--- config.mk ---
export PLATFORM = sky130hd
export DESIGN_NAME = rpp_dma_ctrl
export DESIGN_NICKNAME = d
export VERILOG_FILES = /design/src/rtl/rpp_pkg.sv /design/src/rtl/rpp_dma_engine.sv /design/src/rtl/rpp_cmd_unit.sv /design/src/rtl/rpp_regfile.sv /design/src/rtl/rpp_dma_ctrl.sv
export SDC_FILE = /design/constraint.sdc
export NUM_CORES = 1
export LEC_CHECK = 0
export BUFFER_PORTS_ARGS = -buffer_cell sky130_fd_sc_hd__buf_2
export CAP_MARGIN = 5
export CORE_ASPECT_RATIO = 0.75
export CORE_UTILIZATION = 45
export DETAILED_ROUTE_END_ITERATION = 10
export HOLD_SLACK_MARGIN = 0.02
export PLACE_DENSITY = 0.71
export SLEW_MARGIN = 20
export SYNTH_ARGS = -nofsm -noshare
export SYNTH_HDL_FRONTEND = slang
export SYNTH_SLANG_ARGS = --single-unit
--- constraint.sdc ---
create_clock -name clk -period 6.1 [get_ports clk]
set_clock_uncertainty 0.15 [all_clocks]
set_input_delay 1.22 -clock clk [delete_from_list [all_inputs] [get_ports clk]]
set_output_delay 1.22 -clock clk [all_outputs]
set_load 0.05 [all_outputs]
--- src/rtl/rpp_pkg.sv ---
package rpp_pkg;

  localparam int REG_W  = 16;
  localparam int ADDR_W = 18;

  localparam logic [2:0] OFS_PLOT_CNT  = 3'd0;
  localparam logic [2:0] OFS_ADDR_EXT  = 3'd1;
  localparam logic [2:0] OFS_PRINT_CNT = 3'd2;
  localparam logic [2:0] OFS_BASE      = 3'd3;
  localparam logic [2:0] OFS_PLOT_CSR  = 3'd4;
  localparam logic [2:0] OFS_PLOT_BUF  = 3'd5;
  localparam logic [2:0] OFS_PRINT_CSR = 3'd6;
  localparam logic [2:0] OFS_PRINT_BUF = 3'd7;

  typedef enum logic [1:0] {
    MODE_PRINT = 2'd0,
    MODE_PLOT  = 2'd1,
    MODE_BOTH  = 2'd2
  } mode_t;

  typedef enum logic [1:0] {
    ENG_IDLE,
    ENG_FETCH,
    ENG_LO,
    ENG_HI
  } eng_st_t;

  function automatic logic [ADDR_W-1:0] addr_join(input logic [1:0] hi, input logic [15:0] lo);
    return {hi, lo};
  endfunction

  function automatic logic [ADDR_W-1:0] addr_step(input logic [ADDR_W-1:0] a);
    return a + ADDR_W'(2);
  endfunction

  function automatic logic [3:0] lowest_set(input logic [3:0] b);
    return b & (~b + 4'd1);
  endfunction

endpackage

--- src/rtl/rpp_dma_engine.sv ---
module rpp_dma_engine
  import rpp_pkg::*;
#(
  parameter int CNT_W   = 15,
  parameter int TMO_CYC = 64
) (
  input  logic              clk,
  input  logic              rst_n,
  input  logic              soft_rst,
  input  logic              ld_base,
  input  logic              ld_ext,
  input  logic              ld_plot,
  input  logic              ld_print,
  input  logic [15:0]       wdata,
  input  logic              spp_sel,
  input  logic              cmd_busy,
  input  logic              mem_gnt,
  input  logic [15:0]       mem_rdata,
  input  logic              dev_ready,
  output logic              mem_req,
  output logic [ADDR_W-1:0] mem_addr,
  output logic              dev_strobe,
  output logic [7:0]        dev_data,
  output logic [15:0]       base_q,
  output logic [15:0]       ext_q,
  output logic [CNT_W-1:0]  cnt_plot,
  output logic [CNT_W-1:0]  cnt_print,
  output logic              active,
  output logic              err,
  output mode_t             mode,
  output logic              xfer_done,
  output logic              xfer_err
);

  localparam int TW = $clog2(TMO_CYC);

  eng_st_t          state;
  logic [TW-1:0]    wait_q;
  logic [15:0]      word_q;
  logic [CNT_W-1:0] cur_cnt;
  logic [CNT_W-1:0] ld_val;
  logic             start;
  logic             last_byte;
  logic [ADDR_W-1:0] next_addr;

  assign ld_val    = wdata[CNT_W-1:0];
  assign cur_cnt   = (mode == MODE_PLOT) ? cnt_plot : cnt_print;
  assign last_byte = (cur_cnt == CNT_W'(1));
  assign start     = (ld_plot || ld_print) && (state == ENG_IDLE) && !cmd_busy
                     && (ld_val != '0);
  assign mem_addr  = addr_join(ext_q[5:4], base_q);
  assign next_addr = addr_step(mem_addr);
  assign mem_req   = (state == ENG_FETCH);
  assign active    = (state != ENG_IDLE);

  always_ff @(posedge clk) begin
    if (!rst_n) begin
      state      <= ENG_IDLE;
      wait_q     <= '0;
      word_q     <= '0;
      base_q     <= '0;
      ext_q      <= '0;
      cnt_plot   <= '0;
      cnt_print  <= '0;
      err        <= 1'b0;
      mode       <= MODE_PRINT;
      dev_strobe <= 1'b0;
      dev_data   <= '0;
      xfer_done  <= 1'b0;
      xfer_err   <= 1'b0;
    end else begin
      dev_strobe <= 1'b0;
      xfer_done  <= 1'b0;
      xfer_err   <= 1'b0;
      if (soft_rst) begin
        state     <= ENG_IDLE;
        wait_q    <= '0;
        cnt_plot  <= '0;
        cnt_print <= '0;
        err       <= 1'b0;
      end else begin
        case (state)
          ENG_IDLE: begin
            if (ld_base) base_q <= wdata;
            if (ld_ext)  ext_q  <= wdata;
            if (start) begin
              if (ld_plot) begin
                cnt_plot <= ld_val;
                mode     <= MODE_PLOT;
              end else begin
                cnt_print <= ld_val;
                mode      <= spp_sel ? MODE_BOTH : MODE_PRINT;
              end
              err    <= 1'b0;
              wait_q <= '0;
              state  <= ENG_FETCH;
            end
          end
          ENG_FETCH: begin
            if (mem_gnt) begin
              word_q     <= mem_rdata;
              base_q     <= next_addr[15:0];
              ext_q[5:4] <= next_addr[17:16];
              state      <= ENG_LO;
            end else if (wait_q == TW'(TMO_CYC - 1)) begin
              err      <= 1'b1;
              xfer_err <= 1'b1;
              state    <= ENG_IDLE;
            end else begin
              wait_q <= wait_q + TW'(1);
            end
          end
          ENG_LO, ENG_HI: begin
            if (dev_ready) begin
              dev_strobe <= 1'b1;
              dev_data   <= (state == ENG_LO) ? word_q[7:0] : word_q[15:8];
              if (mode == MODE_PLOT) cnt_plot  <= cnt_plot - CNT_W'(1);
              else                   cnt_print <= cnt_print - CNT_W'(1);
              if (last_byte) begin
                xfer_done <= 1'b1;
                state     <= ENG_IDLE;
              end else if (state == ENG_LO) begin
                state <= ENG_HI;
              end else begin
                wait_q <= '0;
                state  <= ENG_FETCH;
              end
            end
          end
          default: state <= ENG_IDLE;
        endcase
      end
    end
  end

  // checker-side run length of an ungranted request
  logic [TW:0] chk_run;
  always_ff @(posedge clk) begin
    if (!rst_n)                  chk_run <= '0;
    else if (mem_req && !mem_gnt) chk_run <= chk_run + (TW+1)'(1);
    else                         chk_run <= '0;
  end

  p_addr_hold_r3: assert property (@(posedge clk) disable iff (!rst_n)
    (mem_req && !mem_gnt && !soft_rst) |=> $stable(mem_addr));

  p_wait_bound_r7: assert property (@(posedge clk) disable iff (!rst_n)
    chk_run <= (TW+1)'(TMO_CYC));

  p_strobe_ready_r5: assert property (@(posedge clk) disable iff (!rst_n)
    dev_strobe |-> $past(dev_ready));

  p_done_zero_r2: assert property (@(posedge clk) disable iff (!rst_n)
    xfer_done |-> (cur_cnt == '0) && !active);

endmodule

--- src/rtl/rpp_cmd_unit.sv ---
module rpp_cmd_unit
  import rpp_pkg::*;
(
  input  logic       clk,
  input  logic       rst_n,
  input  logic       soft_rst,
  input  logic       cmd_wr,
  input  logic [3:0] cmd_bits,
  input  logic       allow,
  input  logic       dev_cmd_done,
  output logic [3:0] pend,
  output logic [3:0] dev_cmd,
  output logic       busy,
  output logic       cmd_done
);

  logic       accept;
  logic [3:0] pick;

  assign pick   = lowest_set(cmd_bits);
  assign busy   = (pend != 4'd0);
  assign accept = cmd_wr && !soft_rst && allow && !busy && (cmd_bits != 4'd0);

  always_ff @(posedge clk) begin
    if (!rst_n) begin
      pend     <= '0;
      dev_cmd  <= '0;
      cmd_done <= 1'b0;
    end else begin
      dev_cmd  <= '0;
      cmd_done <= 1'b0;
      if (soft_rst) begin
        pend <= '0;
      end else if (accept) begin
        pend    <= pick;
        dev_cmd <= pick;
      end else if (busy && dev_cmd_done) begin
        pend     <= '0;
        cmd_done <= 1'b1;
      end
    end
  end

  p_pend_onehot_r9: assert property (@(posedge clk) disable iff (!rst_n)
    $onehot0(pend));

  p_pulse_single_r8: assert property (@(posedge clk) disable iff (!rst_n)
    (dev_cmd != 4'd0) |=> (dev_cmd == 4'd0));

  p_pulse_matches_r8: assert property (@(posedge clk) disable iff (!rst_n)
    (dev_cmd != 4'd0) |-> (dev_cmd == pend));

  p_done_clears_r8: assert property (@(posedge clk) disable iff (!rst_n)
    cmd_done |-> (pend == 4'd0));

endmodule

--- src/rtl/rpp_regfile.sv ---
module rpp_regfile
  import rpp_pkg::*;
#(
  parameter int CNT_W = 15
) (
  input  logic             clk,
  input  logic             rst_n,
  input  logic [2:0]       rd_sel,
  input  logic             wr_plot_csr,
  input  logic             wr_print_csr,
  input  logic             w_tcie,
  input  logic             w_ie,
  input  logic             w_spp,
  input  logic             dev_strobe,
  input  logic [7:0]       dev_data,
  input  mode_t            mode,
  input  logic [CNT_W-1:0] cnt_plot,
  input  logic [CNT_W-1:0] cnt_print,
  input  logic [15:0]      base_q,
  input  logic [15:0]      ext_q,
  input  logic             err,
  input  logic             active,
  input  logic             ready,
  input  logic [3:0]       cmd_pend,
  input  logic             xfer_done,
  input  logic             xfer_err,
  input  logic             cmd_done,
  output logic             spp_sel,
  output logic             irq,
  output logic [15:0]      rdata
);

  logic       plot_ie, plot_tcie, print_ie, print_tcie;
  logic [7:0] plot_buf, print_buf;
  logic       ie_m, tcie_m;

  assign spp_sel = 1'b0 | plot_spp_q;
  logic plot_spp_q;

  assign ie_m   = (mode == MODE_PLOT) ? plot_ie   : print_ie;
  assign tcie_m = (mode == MODE_PLOT) ? plot_tcie : print_tcie;

  always_ff @(posedge clk) begin
    if (!rst_n) begin
      plot_ie    <= 1'b0;
      plot_tcie  <= 1'b0;
      plot_spp_q <= 1'b0;
      print_ie   <= 1'b0;
      print_tcie <= 1'b0;
      plot_buf   <= '0;
      print_buf  <= '0;
      irq        <= 1'b0;
    end else begin
      if (wr_plot_csr) begin
        plot_ie    <= w_ie;
        plot_tcie  <= w_tcie;
        plot_spp_q <= w_spp;
      end
      if (wr_print_csr) begin
        print_ie   <= w_ie;
        print_tcie <= w_tcie;
      end
      if (dev_strobe) begin
        if (mode == MODE_PLOT) plot_buf  <= dev_data;
        else                   print_buf <= dev_data;
      end
      irq <= (xfer_done && ie_m && tcie_m) || (xfer_err && ie_m) || (cmd_done && plot_ie);
    end
  end

  always_comb begin
    case (rd_sel)
      OFS_PLOT_CNT:  rdata = 16'(cnt_plot);
      OFS_ADDR_EXT:  rdata = ext_q;
      OFS_PRINT_CNT: rdata = 16'(cnt_print);
      OFS_BASE:      rdata = base_q;
      OFS_PLOT_CSR:  rdata = {err, plot_tcie, active, 5'd0, ready, plot_ie,
                             cmd_pend, 1'b0, plot_spp_q};
      OFS_PLOT_BUF:  rdata = {8'd0, plot_buf};
      OFS_PRINT_CSR: rdata = {err, print_tcie, active, 5'd0, ready, print_ie, 6'd0};
      default:       rdata = {8'd0, print_buf};
    endcase
  end

  p_irq_needs_ie_r6: assert property (@(posedge clk) disable iff (!rst_n)
    irq |-> $past(plot_ie || print_ie));

  p_irq_has_cause_r6: assert property (@(posedge clk) disable iff (!rst_n)
    irq |-> $past(xfer_done || xfer_err || cmd_done));

endmodule

--- src/rtl/rpp_dma_ctrl.sv ---
module rpp_dma_ctrl
  import rpp_pkg::*;
#(
  parameter int CNT_W   = 15,
  parameter int TMO_CYC = 64
) (
  input  logic        clk,
  input  logic        rst_n,
  input  logic [2:0]  reg_addr,
  input  logic        reg_wr,
  input  logic [15:0] reg_wdata,
  output logic [15:0] reg_rdata,
  output logic        mem_req,
  output logic [17:0] mem_addr,
  input  logic        mem_gnt,
  input  logic [15:0] mem_rdata,
  input  logic        dev_ready,
  output logic        dev_strobe,
  output logic [7:0]  dev_data,
  output logic [1:0]  dev_mode,
  output logic [3:0]  dev_cmd,
  input  logic        dev_cmd_done,
  output logic        irq
);

  logic [7:0]       wr_en;
  logic             soft_rst;
  logic [15:0]      base_q, ext_q;
  logic [CNT_W-1:0] cnt_plot, cnt_print;
  logic             active, err, ready;
  mode_t            mode;
  logic             xfer_done, xfer_err;
  logic [3:0]       cmd_pend;
  logic             cmd_busy, cmd_done;
  logic             spp_sel;

  assign wr_en    = reg_wr ? (8'd1 << reg_addr) : 8'd0;
  assign soft_rst = wr_en[OFS_PLOT_CSR] && reg_wdata[1];
  assign ready    = !active && !cmd_busy;
  assign dev_mode = mode;

  rpp_dma_engine #(.CNT_W(CNT_W), .TMO_CYC(TMO_CYC)) u_eng (
    .clk       (clk),
    .rst_n     (rst_n),
    .soft_rst  (soft_rst),
    .ld_base   (wr_en[OFS_BASE]),
    .ld_ext    (wr_en[OFS_ADDR_EXT]),
    .ld_plot   (wr_en[OFS_PLOT_CNT]),
    .ld_print  (wr_en[OFS_PRINT_CNT]),
    .wdata     (reg_wdata),
    .spp_sel   (spp_sel),
    .cmd_busy  (cmd_busy),
    .mem_gnt   (mem_gnt),
    .mem_rdata (mem_rdata),
    .dev_ready (dev_ready),
    .mem_req   (mem_req),
    .mem_addr  (mem_addr),
    .dev_strobe(dev_strobe),
    .dev_data  (dev_data),
    .base_q    (base_q),
    .ext_q     (ext_q),
    .cnt_plot  (cnt_plot),
    .cnt_print (cnt_print),
    .active    (active),
    .err       (err),
    .mode      (mode),
    .xfer_done (xfer_done),
    .xfer_err  (xfer_err)
  );

  rpp_cmd_unit u_cmd (
    .clk         (clk),
    .rst_n       (rst_n),
    .soft_rst    (soft_rst),
    .cmd_wr      (wr_en[OFS_PLOT_CSR]),
    .cmd_bits    (reg_wdata[5:2]),
    .allow       (!active),
    .dev_cmd_done(dev_cmd_done),
    .pend        (cmd_pend),
    .dev_cmd     (dev_cmd),
    .busy        (cmd_busy),
    .cmd_done    (cmd_done)
  );

  rpp_regfile #(.CNT_W(CNT_W)) u_regs (
    .clk         (clk),
    .rst_n       (rst_n),
    .rd_sel      (reg_addr),
    .wr_plot_csr (wr_en[OFS_PLOT_CSR]),
    .wr_print_csr(wr_en[OFS_PRINT_CSR]),
    .w_tcie      (reg_wdata[14]),
    .w_ie        (reg_wdata[6]),
    .w_spp       (reg_wdata[0]),
    .dev_strobe  (dev_strobe),
    .dev_data    (dev_data),
    .mode        (mode),
    .cnt_plot    (cnt_plot),
    .cnt_print   (cnt_print),
    .base_q      (base_q),
    .ext_q       (ext_q),
    .err         (err),
    .active      (active),
    .ready       (ready),
    .cmd_pend    (cmd_pend),
    .xfer_done   (xfer_done),
    .xfer_err    (xfer_err),
    .cmd_done    (cmd_done),
    .spp_sel     (spp_sel),
    .irq         (irq),
    .rdata       (reg_rdata)
  );

  p_ready_no_req_r2: assert property (@(posedge clk) disable iff (!rst_n)
    ready |-> !mem_req);

  p_reset_stops_r10: assert property (@(posedge clk) disable iff (!rst_n)
    soft_rst |=> !mem_req && !active && (cmd_pend == 4'd0));

endmodule

* Yosys cells after proc, flatten, opt, wreduce, memory -nomap -nowiden
Index checks and enable logic that the tools add are counted.
Storage, ports and cells: register bits after elaboration 131, output and inout bits 51, word-level logic and storage cells 164, input bits 41
Cells by class: reductions and logical operators 49, bitwise operators 9, eq/ne operators 27, mux-type cells 48, add/subtract/negate cells 5, shift-type cells 1
Operator list (number):
- $mux 15 | 9
- $pmux 16 s7 | 1
- $pmux 15 s2 | 2
- $mux 6 | 7
- $mux 16 | 2
- $pmux 16 s2 | 1
- $sub 15x1->15 const B | 2
- $ne 2x2->1 const B | 10
- $add 18x2->18 const B | 1
- $mux 2 | 9
- $pmux 6 s3 | 1
- $eq 15x1->1 const B | 1
- $reduce_and 3->1 | 5
- $reduce_bool 15->1 | 1
- $logic_and 1x1->1 | 14
- $reduce_and 4->1 | 3
- $reduce_and 5->1 | 2
- $eq 3x3->1 const B | 3
- $mux 1 | 9
- $reduce_or 3->1 | 3
- $mux 4 | 2
- $mux 8 | 1
- $ne 2x1->1 const B | 4
- $reduce_bool 2->1 | 4
- 25 further kinds | 42

* Longest topological paths before layout
word-level depth 10, gate-level depth with buffers 9, mapped depth without buffers 7

* Modules after synthesis
From an unflattened synthesis, not the netlist that was laid out.
Unflattened totals: cells, all modules 929, area total of the unflattened synthesis 7303.3 um^2
By module, submodules not included:
- rpp_dma_engine | times used 1, area each 5238.8 um^2, cells an instance 694
- rpp_regfile | times used 1, area each 1671.6 um^2, cells an instance 191
- rpp_cmd_unit | times used 1, area each 319.1 um^2, cells an instance 32
- rpp_dma_ctrl | times used 1, area each 73.8 um^2, cells an instance 12

* Least setup slack after synthesis
OpenSTA, ideal clock, no wires.
path kind input port to output port, start input port reg_addr[1], end output port reg_rdata[15], stages on the path 5, setup slack 1312 ps, arrival 3418 ps, cells stage by stage clkbuf_1 -> buf_1 -> clkbuf_1 -> mux2i_1 -> o21ai_0
Between the ends: longest elaborated chain between the ends 2, elaborated cells between the ends (all ways) 8
Ends and longest elaborated chain:
- from (decl) | line rpp_dma_ctrl.sv:9 | input logic [2:0] reg_addr,
- $eq 3x3->1, or another cell as far along | line rpp_regfile.sv:72 | case (rd_sel)
- $pmux 16 s7 (*) | line rpp_regfile.sv:72
- to (decl) | line rpp_dma_ctrl.sv:12 | output logic [15:0] reg_rdata,
Mark *: on every way between the ends. The rest lies on a longest branch, timed or not.

* Final worst setup path
start input port reg_addr[1], end output port reg_rdata[7]
Same word-level chain as after synthesis.

==> metrics.md <==
| Metric | Value |
|---|---|
| Initial Utilization | 0.460 |
| Global placement routability congestion | approximately 0.96 |
| Cell Area, Synth | ~0.0070 sq mm |
| Total GRT Usage | 0.298 |
| Simple-Gate Fraction of Synth Area | 0.264 |
| Routed WL | 23.8 mm |
| Avg Synthesized Cell Area | 7.72 sq um |
| Clock Pin Slew Worst Setup and Hold Paths | about 0.06 ns |
| Postcts setup bufs | 0 |
| X dimension of the die | roughly 150 um |
| Clock Latency Late Sink | 0.43 ns |
| Drt initial violations | a little under 900 |
| Hold_buf cts | 0 |
| Worst Path Arrival | between 3 and 4 ns |
| Fillers | 1,481 |
| Largest family of logic cells by synthesized area | simple AND/OR/NAND/NOR gates |
| YS warnings | 0 |
| Die area | between 0.015 and 0.02 sq mm |
| Compound-gate portion of the synthesized area | 0.221 |
| Clock sinks | ~130 |
| Via Count | between 7,000 and 8,000 |
| Max_cap viols | 0 |
| Share of layout cells above drive strength 1 | 0.162 |
| Finished Cell Area | 0.00813 sq mm |
| Number of detailed-route iterations in the first pass | 6 |
| Combinational fraction of design power | 0.161 |
| Antenna viol nets, final | 0 |
| Total negative slack | 0 ns |
| CP endpoint kind | output pin |
| Most frequent cell after synthesis | dfxtp_1 |
| Hold WC Path Type | reg -> reg |
| Core area | around 0.015 sq mm |
| Boundary Pins | 92 |
| Post-detail-place hpwl | around 17 mm |
| Leakage | between 3 and 4 nW |
| Htree depth | 4 |
| Die H | roughly 110 um |
| XOR/XNOR Fraction of Synth Area | 0 |
| Rel. slew slack | 0.227 |
| Pin count of the biggest net entering global routing | just over 80 |
| Main synth FF type | dfxtp_1 |
| Area delta synth->final | 16.0% |
| CTS tree | done |
| Top post-synthesis cells by count | dfxtp_1, nand2_1, nor2_1, a21oi_1, nand3_1 |
| Initial antenna violation count | 0 |
| Routed vias/inst | between 6 and 7 |
| Cell taking the most area after synthesis | dfxtp_1 |
| CP Launch Type | input port |
| Sequential element share of the synthesized area | 0.374 |
| Register share of total power | 0.395 |
| WL/cell | 20.1 um |
| Setup violations, final | 0 |
| CTS Buffer Depth | 2 |
| Grt total ovfl | 0 |
| Clk pwr share | 0.444 |
| Mux share of post-synthesis cell area | 0.0882 |
| Worst vdd ir | roughly 0.22 mV |
| Net Count, Synth | roughly 950 |
| Post-layout nets | 1,008 |
| Post-route non-filler standard cell count | approximately 1,200 |
| Hold Vio Cnt, Final | 0 |
| Placed insts | roughly 1,100 |
| Antenna diode count | 0 |
| TritonCTS Buffers | 17 |
| Power per cell area | between 200 and 300 mW/mm^2 |
| Synth top area share | 0.374 |
| Psw | 0.722 mW |
| Count of different cell masters after synthesis | 67 |
| Placed cell area | 0.00752 sq mm |
| Asr flop ratio synth | 0 |
| Number of flops mapped to enable cells by yosys | 0 |
| Slew @ Worst Pin | ~1.2 ns |
| Worst Setup Path Type | in -> out |
| Tmin final | 4.54 ns |
| Dominant cells by area after synthesis | dfxtp_1, a21oi_1, nand2_1, nor2_1, mux2i_1 |
| Crit-path max FO | 39 |
| Global-route wire length before repair | ~36 mm |
| RSZ-0062 raised after global routing | false |
| Status | completed |
| Cts repair resizes | 0 |
| Final period util | 0.744 |
| Drc violations | 0 |
| Port buffer count | ~90 |
| Sw Ratio | 0.308 |
| Pins Over Slew Limit | 0 |
| FF+latch count, synth | about 130 |
| Root Buffer | clkbuf_16 |
| Data required time of the worst path | between 4 and 5 ns |
| Fmax | 0.220 GHz |
| Vias in the first global route | approximately 6,300 |
| # rows | 39 |
| Post-synthesis cell count | around 900 |
| Synth Area in Adders | 0.00715 |
| Internal Power | 1.62 mW |
[metrics by stage]
| stage | setup slack (ns) | util | hold WS, ns | power [mW] |
|---|---|---|---|---|
| final | 1.56 | 0.534 | 0.304 | 2.34 |
| after global routing | 1.37 | 0.534 | 0.322 | 2.41 |
| after CTS | 1.64 | 0.533 | 0.304 | 2.33 |
| after detailed placement | 1.64 | 0.494 | 0.296 | 1.30 |
| after global placement | 1.68 | 0.494 | 0.293 | 1.30 |
| after floorplan | 1.31 | - | 0.283 | 1.19 |
[final timing paths]
check | start | end | slack, ns | cells past startpoint
min | u_eng.word_q[12] | u_eng.word_q[12] | 0.30 | 2
min reg2reg | u_eng.word_q[12] | u_eng.word_q[12] | 0.30 | 2
max | reg_addr[1] | reg_rdata[7] | 1.56 | 6
max reg2reg | u_eng.state[1] | u_eng.cnt_print[11] | 2.80 | 6
[worst max-delay path, cell delays in order]
cell and delay (ns):
buf_2 0.65, nor2b_1 0.26, a211oi_1 0.35, o21ai_0 0.13
a21oi_1 0.24, buf_2 0.30
[sequential cells by signal (all words and copies together) (netlist names), 6 cells and up]
signal / count
u_eng.base_q: 16
u_eng.cnt_plot: 15
u_eng.cnt_print: 15
u_eng.dev_data: 8
u_eng.ext_q: 16
u_eng.wait_q: 6
u_eng.word_q: 16
u_regs.plot_buf: 8
u_regs.print_buf: 8
[power groups by stage]
stage	Combinational, mW	Clock (mW)	Sequential, mW
floorplan	0.246	0	0.947
global placement	0.359	0	0.940
detailed placement	0.363	0	0.940
CTS	0.365	1.04	0.921
global route	0.403	1.08	0.927
finish	0.377	1.04	0.924
[kinds of logic (layout without fill, tap and decap cells)]
logic type,Yosys count,after routing
buffers and inverters,80,149
and+or+nand+nor,391,391
DFF,131,131
AOI/OAI and AO/OA,250,250
adders and majority gates,4,4
muxes,51,51
[routing by layer]
metal	GRT usage	routed length, um	vias up
li1	-	-	3419
met1	0.442	10700	3487
met2	0.404	9450	500
met3	0.0852	3140	56
met4	0.100	490	0
met5	0	0	-
[area by class of cell]
type | count | area [sq um] | share of cell area
clock buffer | 19 | 443 | 0.0545
inverter | 20 | 75.1 | 0.00924
timing repair buffer | 97 | 500 | 0.0616
tap | 205 | 256 | 0.0316
multi-input combinational | 696 | 4080 | 0.502
sequential | 131 | 2620 | 0.323
clock inverter | 13 | 153 | 0.0188
[layout by cell type (no fill, tap or decap), types with 3 or more instances in the layout]
| cell type | n |
|---|---|
| o21ai_0 | 48 |
| a21o_1 | 5 |
| ha_1 | 4 |
| a22o_1 | 5 |
| nor3_1 | 23 |
| nand2b_1 | 9 |
| o31ai_1 | 5 |
| buf_4 | 6 |
| or3_1 | 6 |
| nand4_1 | 11 |
| a22oi_1 | 7 |
| clkbuf_16 | 17 |
| nand3_1 | 49 |
| a222oi_1 | 4 |
| mux2_2 | 6 |
| o21bai_1 | 3 |
| o31a_1 | 3 |
| dfxtp_1 | 131 |
| o32ai_1 | 5 |
| nor3b_1 | 5 |
| buf_2 | 91 |
| and3_1 | 12 |
| mux2i_1 | 37 |
| o211ai_1 | 3 |
| clkinv_4 | 6 |
| nand2_1 | 115 |
| nor4_1 | 13 |
| mux4_2 | 8 |
| nor2_1 | 111 |
| a211oi_1 | 20 |
| or4_1 | 4 |
| o22ai_1 | 7 |
| a21oi_1 | 94 |
| inv_1 | 19 |
| and2_1 | 5 |
| a31oi_1 | 19 |
| nor2b_1 | 12 |
Power figures use the tool's default switching activity.
